===== src/rtl/uart_front_pkg.sv =====
package uart_front_pkg;
  localparam int unsigned ADDR_W = 3;

  typedef enum logic [ADDR_W-1:0] {
    REG_TXL = 3'd0,
    REG_TXH = 3'd1,
    REG_RXL = 3'd2,
    REG_RXH = 3'd3,
    REG_DIV = 3'd4
  } reg_sel_e;

  typedef struct packed {
    logic sum;
    logic per;
    logic fer;
    logic oer;
  } rx_err_t;
endpackage


===== src/rtl/uart_tx_hold.sv =====
module uart_tx_hold #(
  parameter int unsigned DATA_W = 9
) (
  input  logic              clk_i,
  input  logic              rst_ni,
  input  logic              wr_lo_i,
  input  logic              wr_hi_i,
  input  logic [7:0]        wdata_i,
  output logic              load_o,
  output logic [DATA_W-1:0] data_o
);
  localparam int unsigned HI_W = DATA_W - 8;

  logic [HI_W-1:0]   hi_q;
  logic              armed_q;
  logic              load_q;
  logic [DATA_W-1:0] data_q;
  logic              commit;

  assign commit = wr_lo_i && armed_q;

  always_ff @(posedge clk_i or negedge rst_ni) begin
    if (!rst_ni) begin
      hi_q    <= '0;
      armed_q <= 1'b0;
      load_q  <= 1'b0;
      data_q  <= '0;
    end else begin
      load_q <= commit;
      if (wr_hi_i) begin
        hi_q    <= wdata_i[HI_W-1:0];
        armed_q <= 1'b1;
      end else if (commit) begin
        armed_q <= 1'b0;
        data_q  <= {hi_q, wdata_i};
      end
    end
  end

  assign load_o = load_q;
  assign data_o = data_q;

  a_r4_lone_low: assert property (@(posedge clk_i) disable iff (!rst_ni)
    (wr_lo_i && !armed_q) |=> !load_q);
  a_r3_single_pulse: assert property (@(posedge clk_i) disable iff (!rst_ni)
    load_q |=> !load_q);
  a_r3_data_hold: assert property (@(posedge clk_i) disable iff (!rst_ni)
    !wr_lo_i |=> $stable(data_q));
endmodule


===== src/rtl/uart_rx_hold.sv =====
module uart_rx_hold #(
  parameter int unsigned DATA_W = 9
) (
  input  logic                    clk_i,
  input  logic                    rst_ni,
  input  logic                    rx_off_i,
  input  logic                    rd_hi_i,
  input  logic                    done_i,
  input  logic [DATA_W-1:0]       data_i,
  input  logic                    fer_i,
  input  logic                    per_i,
  output logic [DATA_W-1:0]       data_o,
  output uart_front_pkg::rx_err_t err_o
);
  logic [DATA_W-1:0] data_q;
  logic full_q, oer_q, fer_q, per_q;

  always_ff @(posedge clk_i or negedge rst_ni) begin
    if (!rst_ni) begin
      data_q <= '0;
      full_q <= 1'b0;
      oer_q  <= 1'b0;
      fer_q  <= 1'b0;
      per_q  <= 1'b0;
    end else if (rx_off_i) begin
      full_q <= 1'b0;
      oer_q  <= 1'b0;
      fer_q  <= 1'b0;
      per_q  <= 1'b0;
    end else begin
      if (rd_hi_i) begin
        full_q <= 1'b0;
        fer_q  <= 1'b0;
        per_q  <= 1'b0;
      end
      if (done_i) begin
        if (full_q && !rd_hi_i) begin
          oer_q <= 1'b1;
        end else begin
          data_q <= data_i;
          fer_q  <= fer_i;
          per_q  <= per_i;
          full_q <= 1'b1;
        end
      end
    end
  end

  assign data_o = data_q;
  assign err_o  = '{sum: oer_q | fer_q | per_q, per: per_q, fer: fer_q, oer: oer_q};

  a_r10_off_clears: assert property (@(posedge clk_i) disable iff (!rst_ni)
    rx_off_i |=> (!oer_q && !fer_q && !per_q));
  a_r8_overrun_keeps: assert property (@(posedge clk_i) disable iff (!rst_ni)
    (!rx_off_i && done_i && full_q && !rd_hi_i) |=> (oer_q && $stable(data_q)));
  a_r7_hi_read: assert property (@(posedge clk_i) disable iff (!rst_ni)
    (!rx_off_i && rd_hi_i && !done_i) |=> (!fer_q && !per_q && $stable(oer_q)));
endmodule


===== src/rtl/uart_baud_div.sv =====
module uart_baud_div #(
  parameter int unsigned DIV_W = 8
) (
  input  logic             clk_i,
  input  logic             rst_ni,
  input  logic             wr_i,
  input  logic [DIV_W-1:0] n_i,
  output logic [DIV_W-1:0] n_o,
  output logic             en_o
);
  logic [DIV_W-1:0] n_q, cnt_q;
  logic             en_q;

  always_ff @(posedge clk_i or negedge rst_ni) begin
    if (!rst_ni) begin
      n_q   <= '0;
      cnt_q <= '0;
      en_q  <= 1'b0;
    end else begin
      if (wr_i) n_q <= n_i;
      en_q <= (cnt_q == '0);
      // reload uses the setting held before this edge
      if (cnt_q == '0) cnt_q <= n_q;
      else             cnt_q <= cnt_q - 1'b1;
    end
  end

  assign n_o  = n_q;
  assign en_o = en_q;

  a_r1_single: assert property (@(posedge clk_i) disable iff (!rst_ni)
    (en_q && cnt_q != '0) |=> !en_q);
  a_r2_no_restart: assert property (@(posedge clk_i) disable iff (!rst_ni)
    (wr_i && cnt_q != '0) |=> (cnt_q == $past(cnt_q) - 1'b1));
endmodule


===== src/rtl/uart_reg_front.sv =====
module uart_reg_front #(
  parameter int unsigned DATA_W = 9,
  parameter int unsigned DIV_W  = 8,
  parameter int unsigned MODE_W = 3
) (
  input  logic                                clk_i,
  input  logic                                rst_ni,
  input  logic [uart_front_pkg::ADDR_W-1:0]   addr_i,
  input  logic                                wr_i,
  input  logic                                rd_i,
  input  logic [7:0]                          wdata_i,
  output logic [7:0]                          rdata_o,
  input  logic [MODE_W-1:0]                   mode_i,
  input  logic                                rx_en_i,
  input  logic                                rx_done_i,
  input  logic [DATA_W-1:0]                   rx_data_i,
  input  logic                                rx_fer_i,
  input  logic                                rx_per_i,
  output logic                                tx_load_o,
  output logic [DATA_W-1:0]                   tx_data_o,
  output logic                                baud_en_o
);
  import uart_front_pkg::*;

  localparam int unsigned HI_W  = DATA_W - 8;
  localparam int unsigned PAD_W = 4 - HI_W;

  reg_sel_e          sel;
  logic              rx_off;
  logic [DATA_W-1:0] rx_word;
  rx_err_t           rx_err;
  logic [DIV_W-1:0]  div_n;

  assign sel    = reg_sel_e'(addr_i);
  assign rx_off = (mode_i == '0) || !rx_en_i;

  uart_tx_hold #(.DATA_W(DATA_W)) u_tx (
    .clk_i   (clk_i),
    .rst_ni  (rst_ni),
    .wr_lo_i (wr_i && sel == REG_TXL),
    .wr_hi_i (wr_i && sel == REG_TXH),
    .wdata_i (wdata_i),
    .load_o  (tx_load_o),
    .data_o  (tx_data_o)
  );

  uart_rx_hold #(.DATA_W(DATA_W)) u_rx (
    .clk_i    (clk_i),
    .rst_ni   (rst_ni),
    .rx_off_i (rx_off),
    .rd_hi_i  (rd_i && sel == REG_RXH),
    .done_i   (rx_done_i),
    .data_i   (rx_data_i),
    .fer_i    (rx_fer_i),
    .per_i    (rx_per_i),
    .data_o   (rx_word),
    .err_o    (rx_err)
  );

  uart_baud_div #(.DIV_W(DIV_W)) u_div (
    .clk_i  (clk_i),
    .rst_ni (rst_ni),
    .wr_i   (wr_i && sel == REG_DIV),
    .n_i    (wdata_i[DIV_W-1:0]),
    .n_o    (div_n),
    .en_o   (baud_en_o)
  );

  always_comb begin
    rdata_o = '0;
    if (rd_i) begin
      case (sel)
        REG_RXL: rdata_o = rx_word[7:0];
        REG_RXH: rdata_o = {rx_err, {PAD_W{1'b0}}, rx_word[DATA_W-1:8]};
        REG_DIV: rdata_o = 8'(div_n);
        default: rdata_o = '0;
      endcase
    end
  end

  a_r10_status_quiet: assert property (@(posedge clk_i) disable iff (!rst_ni)
    (rx_off && rd_i && sel == REG_RXH) |-> (rdata_o[7:4] == 4'h0));
endmodule


===== config.mk =====
export PLATFORM = sky130hd
export DESIGN_NAME = uart_reg_front
export DESIGN_NICKNAME = d
export VERILOG_FILES = /design/src/rtl/uart_front_pkg.sv /design/src/rtl/uart_tx_hold.sv /design/src/rtl/uart_rx_hold.sv /design/src/rtl/uart_baud_div.sv /design/src/rtl/uart_reg_front.sv
export SDC_FILE = /design/constraint.sdc
export NUM_CORES = 1
export LEC_CHECK = 0
export ABC_AREA = 0
export BUFFER_PORTS_ARGS = -buffer_cell sky130_fd_sc_hd__buf_2
export CORE_AREA = 2 2 69 71
export CTS_CLUSTER_SIZE = 14
export DETAILED_ROUTE_END_ITERATION = 16
export DIE_AREA = 0 0 71 73
export PLACE_DENSITY = 0.69
export SYNTH_ARGS = -nofsm -noshare
export SYNTH_HDL_FRONTEND = slang
export SYNTH_SLANG_ARGS = --single-unit

===== constraint.sdc =====
create_clock -name clk_i -period 1.62 [get_ports clk_i]
set_input_delay 0.162 -clock clk_i [delete_from_list [all_inputs] [get_ports clk_i]]
set_output_delay 0.162 -clock clk_i [all_outputs]
set_load 0.01 [all_outputs]

==> flow_metrics.env, run 1 <==
export IMPL_area_growth_syn_to_layout_pct=28.20
export IMPL_rsz_0062_raised_after_global_routing="yes"
export IMPL_startpoint_type="flop"
export IMPL_max_slew_margin_vs_limit_pct=69.07
export IMPL_synth_seq_cells=42
export IMPL_clockRootBuffer="sky130_fd_sc_hd__clkbuf_8"
export IMPL_clk_transition_reported_paths_ns=0.08
export IMPL_gp_routability_congestion=0.8396
export IMPL_failing_checks="setup timing"
export IMPL_worst_path_max_fanout=2
export IMPL_power_switching_w=0.0009953
export IMPL_port_buffers=49
export IMPL_setup_viol_count_final=1
export IMPL_first_pass_grt_wire_length_um=7017
export IMPL_cts_htree_levels=2
export IMPL_dr_first_iter_drc_count=80
export IMPL_synth_area_um2=1992
export IMPL_netlist_area_leader_share_pct=52.76
export IMPL_initial_core_util_pct=43.92
export IMPL_critPathCaptureType="primary output"
export IMPL_ant_nets_after_route=0
export IMPL_wirelength_routed_um=4214
export IMPL_r2r_cells=2
export IMPL_place_detailed_hpwl_um=3206
export IMPL_worst_ep_arrival_time_ns=1.50
export IMPL_maxCapViolCount=0
export IMPL_power_switching_share_pct=30.73
export IMPL_grt_pass1_vias=1441
export IMPL_final_critical_path_setup_slack_ns=-0.04619
export IMPL_rrSetupSlack_ns=0.17
export IMPL_multi_input_area_um2=919.6
export IMPL_power_share_clock_pct=21.1
export IMPL_final_cell_mix="49 x sky130_fd_sc_hd__buf_2, 42 x sky130_fd_sc_hd__dfrtp_1, 31 x sky130_fd_sc_hd__mux2_2"
export IMPL_worst_r2r_dst="u_div.cnt_q[7]"
export IMPL_synth_area_leaders="sky130_fd_sc_hd__dfrtp_1 53%, sky130_fd_sc_hd__mux2_2 18%, sky130_fd_sc_hd__a22oi_1 2.6%"
export IMPL_yosysWarnings=0
export IMPL_hold_viol_final=0
export IMPL_timing_final_max_slew_violations=0
export IMPL_fin_hold_ws_ns=0.09833
export IMPL_design_core_area_um2=4536
export IMPL_peakVddDrop_uv=801.2
export IMPL_final_nets=269
export IMPL_antennaDiodeCount=0
export IMPL_power_leakage_nw=1.219
export IMPL_p_comb_share_pct=31.7
export IMPL_layout_area_seq_um2=1051
export IMPL_dieWidth_um=71
export IMPL_routedWlPerCell_um=14.48
export IMPL_route_detailed_vias_per_inst=5.168
export IMPL_sequential_fraction_of_design_power_pct=47.2
export IMPL_ioPinCount=50
export IMPL_syn_area_per_cell_um2=12.15
export IMPL_clk_path_buf_depth=2
export IMPL_hold_depth=2
export IMPL_power_internal_w=0.002244
export IMPL_finish_utilization_pct=56.30
export IMPL_dp_worst_setup_slack_ns=0.05114
export IMPL_synth_seq_area_share_pct=52.76
export IMPL_rr_startpoint="u_div.cnt_q[4]"
export IMPL_globalRouteOverflowTotal=0
export IMPL_power_per_cell_area_nw_per_um2=1268
export IMPL_post_route_cells_drive_above_1_share_pct=48.95
export IMPL_post_route_cell_area_um2=2554
export IMPL_route_detailed_drc=0
export IMPL_run_status="complete, but fails checks"
export IMPL_final_period_utilization_pct=102.9
export IMPL_synthDistinctLibCells=35
export IMPL_worstMarginPinSlew_ns=0.4640
export IMPL_dieArea_um2=5183
export IMPL_grt_total_usage_pct=17.69
export IMPL_final_common_cell="sky130_fd_sc_hd__buf_2"
export IMPL_postSynthNetCount=197
export IMPL_die_boundary_height_um=73
export IMPL_number_of_antenna_violations_at_the_first_check_in_global_routing=0
export IMPL_cts_tree="done"
export IMPL_worstSetupPathType="reg -> out"
export IMPL_maximum_number_of_pins_on_one_net_before_global_route_repair=22
export IMPL_via_count=1504
export IMPL_crit_required_ns=1.46
export IMPL_insertion_delay_ns=0.29
export IMPL_area_leader_netlist="sky130_fd_sc_hd__dfrtp_1"
export IMPL_firstDrtPassIters=4
export IMPL_clock_sinks=42
export IMPL_layout_filler_cells=394
export IMPL_fin_skew_ns=0.004230
export IMPL_timing_hold_worst_start="rx_data_i[8]"
export IMPL_final_period_minus_worst_setup_slack_ns=1.666
export IMPL_synthesized_instance_count=164
export IMPL_worstHoldEndpoint="u_rx.data_o[8]"
export IMPL_cts_buffers=5
export IMPL_timing_hold_worst_class="in -> reg"
export IMPL_achievable_frequency_ghz=0.6002
export IMPL_post_dp_cell_area_um2=2412
export IMPL_core_rowCount=25
-- synthesized netlist by cell type --
| cell type | n |
|---|---|
| sky130_fd_sc_hd__nor2_1 | 7 |
| sky130_fd_sc_hd__nor3b_2 | 1 |
| sky130_fd_sc_hd__nor3b_1 | 2 |
| sky130_fd_sc_hd__a21oi_1 | 8 |
| sky130_fd_sc_hd__dfrtp_1 | 42 |
| sky130_fd_sc_hd__xnor2_1 | 3 |
| sky130_fd_sc_hd__o211ai_1 | 1 |
| sky130_fd_sc_hd__nand4b_4 | 1 |
| sky130_fd_sc_hd__nand2_1 | 6 |
| sky130_fd_sc_hd__mux2_2 | 31 |
| sky130_fd_sc_hd__or3b_2 | 2 |
| sky130_fd_sc_hd__nand2b_1 | 1 |
| sky130_fd_sc_hd__a22oi_1 | 7 |
| sky130_fd_sc_hd__or4b_2 | 1 |
| sky130_fd_sc_hd__nand3_1 | 2 |
| sky130_fd_sc_hd__a31oi_1 | 1 |
| sky130_fd_sc_hd__buf_4 | 1 |
| sky130_fd_sc_hd__buf_2 | 1 |
| sky130_fd_sc_hd__or4_1 | 2 |
| sky130_fd_sc_hd__nor3_1 | 7 |
| sky130_fd_sc_hd__and2_1 | 1 |
| sky130_fd_sc_hd__inv_1 | 7 |
| sky130_fd_sc_hd__o32a_1 | 1 |
| sky130_fd_sc_hd__mux2i_1 | 1 |
| sky130_fd_sc_hd__o21ai_0 | 4 |
| sky130_fd_sc_hd__a21o_1 | 3 |
| sky130_fd_sc_hd__a2bb2oi_1 | 2 |
| sky130_fd_sc_hd__nor4_1 | 1 |
| sky130_fd_sc_hd__a211oi_4 | 1 |
| sky130_fd_sc_hd__ha_1 | 2 |
| sky130_fd_sc_hd__o31ai_1 | 2 |
| sky130_fd_sc_hd__clkbuf_1 | 2 |
| sky130_fd_sc_hd__nor2b_1 | 8 |
| sky130_fd_sc_hd__nor4b_1 | 1 |
| sky130_fd_sc_hd__a21boi_0 | 1 |
-- timing repair --
action / in CTS / in global routing
endpoints found under the setup margin: 1 / 5
hold buffers: 1 / 0
setup buffers: 1 / 1
gates resized for setup: 2 / 5
pin swaps: 2 / 5
hold endpoints to repair: 19 / 0
-- cell type report --
type	count	area share (%)
sequential	42	41.16
multi-input combinational	111	36.01
timing repair buffer	69	15.58
clock buffer	7	3.381
tap	54	2.646
inverter	7	1.029
clock inverter	1	0.1960
-- logic make-up after synthesis --
family                   count (synthesis)  synth area share (%)
multiplexers                            32                 18.03
buffers and inverters                   11                 2.324
XOR/XNOR                                 3                 1.319
AND/OR/NAND/NOR                         43                 13.32
flip-flops                              42                 52.76
AO/OA/AOI/OAI                           31                 10.99
adder cells (fa/ha/maj)                  2                 1.256
-- routing by layer --
layer	wire (um)	vias to the layer above	part of all wire (%)	global-route usage, %
met5	0	-	0	0
met4	62	0	1.5	6.289
met3	161	7	3.8	3.729
met2	2175	30	52	29.18
met1	1814	732	43	23.26
li1	-	735	-	-
-- worst max path at each step --
stage                               from             end
after floorplan           u_div.cnt_q[4]  u_div.cnt_q[7]
after global placement        u_rx.per_q      rdata_o[7]
after detailed placement  u_div.cnt_q[5]  u_div.cnt_q[7]
after CTS                     u_rx.fer_q      rdata_o[7]
after global routing          u_rx.fer_q      rdata_o[7]
final                         u_rx.fer_q      rdata_o[7]
-- power by group through the flow --
stage / sequential [W] / clock, W / combinational, W
detailed placement: 0.00154 / 0 / 0.00100
floorplan: 0.00156 / 0 / 0.000559
CTS: 0.00152 / 0.000711 / 0.00101
global route: 0.00157 / 0.000757 / 0.00114
finish: 0.00153 / 0.000684 / 0.00103
global placement: 0.00154 / 0 / 0.000993
-- stage by stage --
stage	TNS [ns]	total power (W)	instances
floorplan	0	0.002118	164
global placement	0	0.002530	280
detailed placement	0	0.002547	280
CTS	-0.06670	0.003247	290
global route	-0.1447	0.003467	291
finish	-0.04619	0.003239	291
-- sequential cells by signal, summed over array words and instances (netlist names), 8 cells and up --
name,count
u_div.cnt_q,8
u_rx.data_o,9
u_tx.data_o,9
u_div.n_o,8
-- worst max-delay path: stages, from the launching register on --
cell and delay, ns:
sky130_fd_sc_hd__dfrtp_1 0.38, sky130_fd_sc_hd__or4b_4 0.52, sky130_fd_sc_hd__o211ai_1 0.09, sky130_fd_sc_hd__a21boi_1 0.08
sky130_fd_sc_hd__buf_2 0.14
Power figures use the tool's default switching activity.
==> inputs of run 2 (changes only) <==
--- a/config.mk
+++ b/config.mk
@@ -6,7 +6,7 @@
 export NUM_CORES = 1
 export LEC_CHECK = 0
 export ABC_AREA = 0
-export BUFFER_PORTS_ARGS = -buffer_cell sky130_fd_sc_hd__buf_2
+export BUFFER_PORTS_ARGS = -buffer_cell sky130_fd_sc_hd__clkbuf_2
 export CORE_AREA = 2 2 69 71
 export CTS_CLUSTER_SIZE = 14
 export DETAILED_ROUTE_END_ITERATION = 16
==> flow_metrics.env, run 2 (synthesized netlist as in run 1, its figures left out) <==
export IMPL_dr_first_iter_drc_count=32
export IMPL_route_detailed_vias_per_inst=5.076
export IMPL_achievable_frequency_ghz=0.5970
export IMPL_initial_core_util_pct=43.92
export IMPL_hold_viol_final=0
export IMPL_clk_transition_reported_paths_ns=0.07
export IMPL_setup_viol_count_final=1
export IMPL_insertion_delay_ns=0.29
export IMPL_grt_pass1_vias=1429
export IMPL_rsz_0062_raised_after_global_routing="yes"
export IMPL_fin_skew_ns=0.005238
export IMPL_die_boundary_height_um=73
export IMPL_setup_total_negative_slack_ns=-0.05505
export IMPL_final_critical_path_setup_slack_ns=-0.05505
export IMPL_final_nets=268
export IMPL_max_slew_margin_vs_limit_pct=64.73
export IMPL_power_leakage_nw=1.201
export IMPL_firstDrtPassIters=4
export IMPL_timing_final_max_slew_violations=0
export IMPL_place_detailed_hpwl_um=3197
export IMPL_core_rowCount=25
export IMPL_final_period_minus_worst_setup_slack_ns=1.675
export IMPL_via_count=1467
export IMPL_crit_required_ns=1.46
export IMPL_worst_ep_arrival_time_ns=1.51
export IMPL_instances_no_fill=289
export IMPL_peakVddDrop_uv=504.9
export IMPL_maximum_number_of_pins_on_one_net_before_global_route_repair=22
export IMPL_critPathCaptureType="primary output"
export IMPL_route_detailed_drc=0
export IMPL_timing_hold_worst_class="in -> reg"
export IMPL_cts_htree_levels=2
export IMPL_placedCellCount=279
export IMPL_gp_routability_congestion=0.7927
export IMPL_clockRootBuffer="sky130_fd_sc_hd__clkbuf_8"
export IMPL_run_status="complete, but fails checks"
export IMPL_port_buffers=49
export IMPL_startpoint_type="flop"
export IMPL_final_cell_mix="48 x sky130_fd_sc_hd__clkbuf_2, 42 x sky130_fd_sc_hd__dfrtp_1, 31 x sky130_fd_sc_hd__mux2_2"
export IMPL_grt_total_usage_pct=17.38
export IMPL_globalRouteOverflowTotal=0
export IMPL_failing_checks="setup timing"
export IMPL_final_period_utilization_pct=103.4
export IMPL_maxCapViolCount=0
export IMPL_clk_path_buf_depth=2
export IMPL_post_route_cells_drive_above_1_share_pct=48.09
export IMPL_wirelength_routed_um=4094
export IMPL_final_common_cell="sky130_fd_sc_hd__clkbuf_2"
export IMPL_routedWlPerCell_um=14.17
export IMPL_area_growth_syn_to_layout_pct=27.07
export IMPL_ant_nets_after_route=0
export IMPL_dieWidth_um=71
export IMPL_worstMarginPinSlew_ns=0.5291
export IMPL_power_per_cell_area_nw_per_um2=1252
export IMPL_cts_tree="done"
export IMPL_cts_buffers=5
export IMPL_dp_worst_setup_slack_ns=0.05434
export IMPL_antennaDiodeCount=0
export IMPL_design_core_area_um2=4536
export IMPL_worstSetupPathType="reg -> out"
export IMPL_ioPinCount=50
export IMPL_worst_path_max_fanout=2
export IMPL_first_pass_grt_wire_length_um=6824
export IMPL_number_of_antenna_violations_at_the_first_check_in_global_routing=0
export IMPL_clock_sinks=42
export IMPL_dieArea_um2=5183
run 2: worst max-delay path, cell delays in order, from the launching register on:
cell and delay [ns]:
sky130_fd_sc_hd__dfrtp_1 0.38, sky130_fd_sc_hd__or4b_4 0.53, sky130_fd_sc_hd__o211ai_1 0.10, sky130_fd_sc_hd__a21boi_1 0.09, sky130_fd_sc_hd__clkbuf_2 0.13
run 2: path summary, 6_finish.rpt:
kind	start	to	slack (ns)	cells past startpoint
worst max-delay path	u_rx.per_q	rdata_o[7]	-0.06	4
worst min-delay path	rx_data_i[1]	u_rx.data_o[1]	0.10	2
worst max register to register	u_div.cnt_q[4]	u_div.cnt_q[7]	0.16	2
worst min register to register	u_tx.armed_q	u_tx.armed_q	0.48	1
max in group asynchronous	rst_ni	u_tx.data_o[2]	0.68	3
min in group asynchronous	rst_ni	u_tx.data_o[7]	0.37	2
run 2: final cells by class:
type | instances | area, um2
fill | 393 | 2004
tap | 54 | 67.56
inverter | 7 | 26.28
multi-input combinational | 111 | 919.6
timing repair buffer | 68 | 390.4
clock buffer | 7 | 76.32
sequential | 42 | 1051
run 2: power breakdown:
part | total (W) | internal [W] | switching, W
Sequential | 0.00154 | 0.00133 | 0.000204
Combinational | 0.00101 | 0.000558 | 0.000454
Clock | 0.000622 | 0.000297 | 0.000325
run 2: routing by layer:
layer	GRT usage [%]	share of wire, %	up-vias
li1	-	-	732
met1	22.58	46	707
met2	28.14	50	21
met3	4.144	2.6	7
met4	7.128	1.9	0
met5	0	0	-
run 2: repair_timing:
item	4_1_cts	5_1_grt
pin swaps	2	2
endpoints found under the hold margin	19	0
setup endpoints to repair	1	6
setup buffers	2	0
resized for setup	2	6
hold buffers	1	0
run 2: through the flow:
step                instance area (um2)  power [W]  hold slack, ns  util, %
floorplan                          1992   0.002118         -0.1336        -
global placement                   2405   0.002511          0.1586    53.02
detailed placement                 2405   0.002535          0.1674    53.02
CTS                                2510   0.003183         0.09329    55.34
global route                       2531   0.003395         0.09056    55.81
finish                             2531   0.003169          0.1007    55.81
==> inputs of run 3 (changes only) <==
--- a/config.mk
+++ b/config.mk
@@ -6,12 +6,14 @@
 export NUM_CORES = 1
 export LEC_CHECK = 0
 export ABC_AREA = 0
+export ABC_CLOCK_PERIOD_IN_PS = 1800
 export BUFFER_PORTS_ARGS = -buffer_cell sky130_fd_sc_hd__clkbuf_2
-export CORE_AREA = 2 2 69 71
+export CORE_AREA = 2 2 68 70
 export CTS_CLUSTER_SIZE = 14
 export DETAILED_ROUTE_END_ITERATION = 16
-export DIE_AREA = 0 0 71 73
-export PLACE_DENSITY = 0.69
+export DIE_AREA = 0 0 70 72
+export PLACE_DENSITY = 0.7
 export SYNTH_ARGS = -nofsm -noshare
 export SYNTH_HDL_FRONTEND = slang
+export SYNTH_HIERARCHICAL = 1
 export SYNTH_SLANG_ARGS = --single-unit
==> constraint.sdc (replaced) <==
create_clock -name clk_i -period 1.8 [get_ports clk_i]
set_input_delay 0.18 -clock clk_i [delete_from_list [all_inputs] [get_ports clk_i]]
set_output_delay 0.18 -clock clk_i [all_outputs]
set_load 0.01 [all_outputs]
==> flow_metrics.env, run 3 <==
export IMPL_p_comb_share_pct=27.6
export IMPL_critPathCaptureType="primary output"
export IMPL_worst_path_max_fanout=3
export IMPL_firstDrtPassIters=4
export IMPL_final_period_utilization_pct=87.73
export IMPL_synth_async_sr_flop_share_pct=100.0
export IMPL_placedCellCount=269
export IMPL_antennaDiodeCount=0
export IMPL_ioPinCount=50
export IMPL_total_power_w=0.003020
export IMPL_clock_sinks=42
export IMPL_clk_transition_reported_paths_ns=0.08
export IMPL_port_buffers=49
export IMPL_cts_repair_resized=0
export IMPL_power_switching_share_pct=31.36
export IMPL_cts_htree_levels=2
export IMPL_power_per_cell_area_nw_per_um2=1196
export IMPL_design_core_area_um2=4264
export IMPL_final_common_cell="sky130_fd_sc_hd__clkbuf_2"
export IMPL_final_cell_mix="49 x sky130_fd_sc_hd__clkbuf_2, 42 x sky130_fd_sc_hd__dfrtp_1, 27 x sky130_fd_sc_hd__mux2_2"
export IMPL_routedWlPerCell_um=14.58
export IMPL_worstSetupPathType="reg -> out"
export IMPL_final_period_minus_worst_setup_slack_ns=1.579
export IMPL_power_internal_w=0.002073
export IMPL_clockRootBuffer="sky130_fd_sc_hd__clkbuf_8"
export IMPL_grt_pass1_vias=1495
export IMPL_sequential_fraction_of_design_power_pct=48.4
export IMPL_dieArea_um2=5040
export IMPL_syn_area_per_cell_um2=12.56
export IMPL_run_status="finished clean"
export IMPL_synth_edf_count=0
export IMPL_number_of_antenna_violations_at_the_first_check_in_global_routing=0
export IMPL_peakVddDrop_uv=607.1
export IMPL_synth_area_um2=2084
export IMPL_via_count=1458
export IMPL_core_rowCount=24
export IMPL_power_share_clock_pct=24.0
export IMPL_synthDistinctLibCells=43
export IMPL_dr_first_iter_drc_count=84
export IMPL_place_detailed_hpwl_um=3122
export IMPL_layout_filler_cells=373
export IMPL_insertion_delay_ns=0.29
export IMPL_timing_hold_worst_class="in -> reg"
export IMPL_postSynthNetCount=199
export IMPL_clk_path_buf_depth=2
export IMPL_fin_skew_ns=0.004071
export IMPL_synth_main_ff_cell="sky130_fd_sc_hd__dfrtp_1"
export IMPL_worst_ep_arrival_time_ns=1.40
export IMPL_cts_buffers=5
export IMPL_synthesized_instance_count=166
export IMPL_yosysWarnings=6
export IMPL_setup_viol_count_final=0
export IMPL_synth_area_leaders="sky130_fd_sc_hd__dfrtp_1 50%, sky130_fd_sc_hd__mux2_2 15%, sky130_fd_sc_hd__nand3b_1 2.5%"
export IMPL_dieWidth_um=70
export IMPL_power_leakage_nw=1.198
export IMPL_area_leader_netlist="sky130_fd_sc_hd__dfrtp_1"
export IMPL_area_growth_syn_to_layout_pct=21.19
export IMPL_wirelength_routed_um=4052
export IMPL_worstMarginPinSlew_ns=0.5169
export IMPL_crit_required_ns=1.62
export IMPL_setup_total_negative_slack_ns=0
export IMPL_achievable_frequency_ghz=0.6333
export IMPL_globalRouteOverflowTotal=0
export IMPL_timing_final_max_slew_violations=0
export IMPL_power_switching_w=0.0009472
export IMPL_max_slew_margin_vs_limit_pct=65.54
export IMPL_hold_viol_final=0
export IMPL_post_route_cell_area_um2=2526
export IMPL_netlist_area_leader_share_pct=50.42
export IMPL_most_numerous_cell_in_the_yosys_netlist="sky130_fd_sc_hd__dfrtp_1"
export IMPL_post_route_cells_drive_above_1_share_pct=48.67
export IMPL_gp_routability_congestion=0.7951
export IMPL_route_detailed_drc=0
export IMPL_final_nets=258
export IMPL_die_boundary_height_um=72
export IMPL_synthTopCellsByCount="42 x sky130_fd_sc_hd__dfrtp_1, 27 x sky130_fd_sc_hd__mux2_2, 9 x sky130_fd_sc_hd__inv_1"
export IMPL_rsz_0062_raised_after_global_routing="no"
export IMPL_initial_core_util_pct=48.88
export IMPL_cts_tree="done"
export IMPL_post_dp_cell_area_um2=2407
export IMPL_grt_total_usage_pct=17.87
export IMPL_instances_no_fill=278
export IMPL_maxCapViolCount=0
export IMPL_startpoint_type="flop"
export IMPL_first_pass_grt_wire_length_um=7024
export IMPL_synth_seq_area_share_pct=50.42
export IMPL_synth_seq_cells=42
export IMPL_maximum_number_of_pins_on_one_net_before_global_route_repair=43
export IMPL_route_detailed_vias_per_inst=5.245
export IMPL_ant_nets_after_route=0
run 3: final timing paths:
path / startpoint / to / slack (ns) / cells past startpoint
worst max-delay path: u_rx/fer_q / rdata_o[7] / 0.22 / 4
worst min-delay path: rx_data_i[7] / u_rx/data_o[7] / 0.12 / 2
worst max register to register: u_div/cnt_q[0] / u_div/cnt_q[6] / 0.33 / 5
worst min register to register: u_div/cnt_q[0] / u_div/cnt_q[0] / 0.50 / 1
max in group asynchronous: rst_ni / u_rx/data_o[8] / 0.96 / 3
min in group asynchronous: rst_ni / u_tx/load_o / 0.49 / 3
run 3: cells by family after synthesis:
| family | Yosys count | synth area share [%] |
|---|---|---|
| buffers and inverters | 18 | 4.982 |
| XOR/XNOR | 3 | 1.261 |
| flip-flops | 42 | 50.42 |
| multiplexers | 32 | 16.99 |
| AND/OR/NAND/NOR | 39 | 14.59 |
| AO/OA/AOI/OAI | 30 | 10.56 |
| adder cells (fa/ha/maj) | 2 | 1.200 |
run 3: power groups by stage:
stage / logic (W) / clock network (W) / registers [W]
finish: 0.000833 / 0.000725 / 0.00146
global route: 0.000924 / 0.000797 / 0.00150
CTS: 0.000843 / 0.000753 / 0.00146
detailed placement: 0.000840 / 0 / 0.00148
global placement: 0.000811 / 0 / 0.00148
floorplan: 0.000571 / 0 / 0.00145
run 3: final cells by class:
class | instances | area (um2) | share of cell area [%]
Timing Repair Buffer | 61 | 337.8 | 13.37
Multi-Input combinational cell | 106 | 929.6 | 36.80
Clock inverter | 3 | 40.04 | 1.585
Tap cell | 52 | 65.06 | 2.576
Sequential cell | 42 | 1051 | 41.60
Inverter | 9 | 33.78 | 1.337
Clock buffer | 5 | 68.82 | 2.724
run 3: metrics by stage:
stage	hold slack, ns	utilization (%)	worst slack, ns
after floorplan	-0.1156	-	0.1639
after global placement	0.2842	56.46	0.1870
after detailed placement	0.2989	56.46	0.1373
after CTS	0.1074	59.24	0.2046
after global routing	0.1031	59.24	0.1171
final	0.1185	59.24	0.2209
run 3: worst max-delay path: stages, from the launching register on:
cell and delay (ns):
sky130_fd_sc_hd__dfrtp_1 0.41, sky130_fd_sc_hd__or3_1 0.38, sky130_fd_sc_hd__mux2i_1 0.13, sky130_fd_sc_hd__o2bb2ai_1 0.07
sky130_fd_sc_hd__clkbuf_2 0.12
run 3: metal layers:
layer  vias to the layer above  GRT usage (%)  share of wire [%]
met5                         -              0                  0
met4                         0          5.128               0.59
li1                        714              -                  -
met2                        39          28.15                 45
met3                         2          5.278                5.5
met1                       703          24.30                 49
run 3: timing repair:
item	CTS	global route
endpoints found under the hold margin	42	0
setup buffers	0	0
hold buffers	1	0
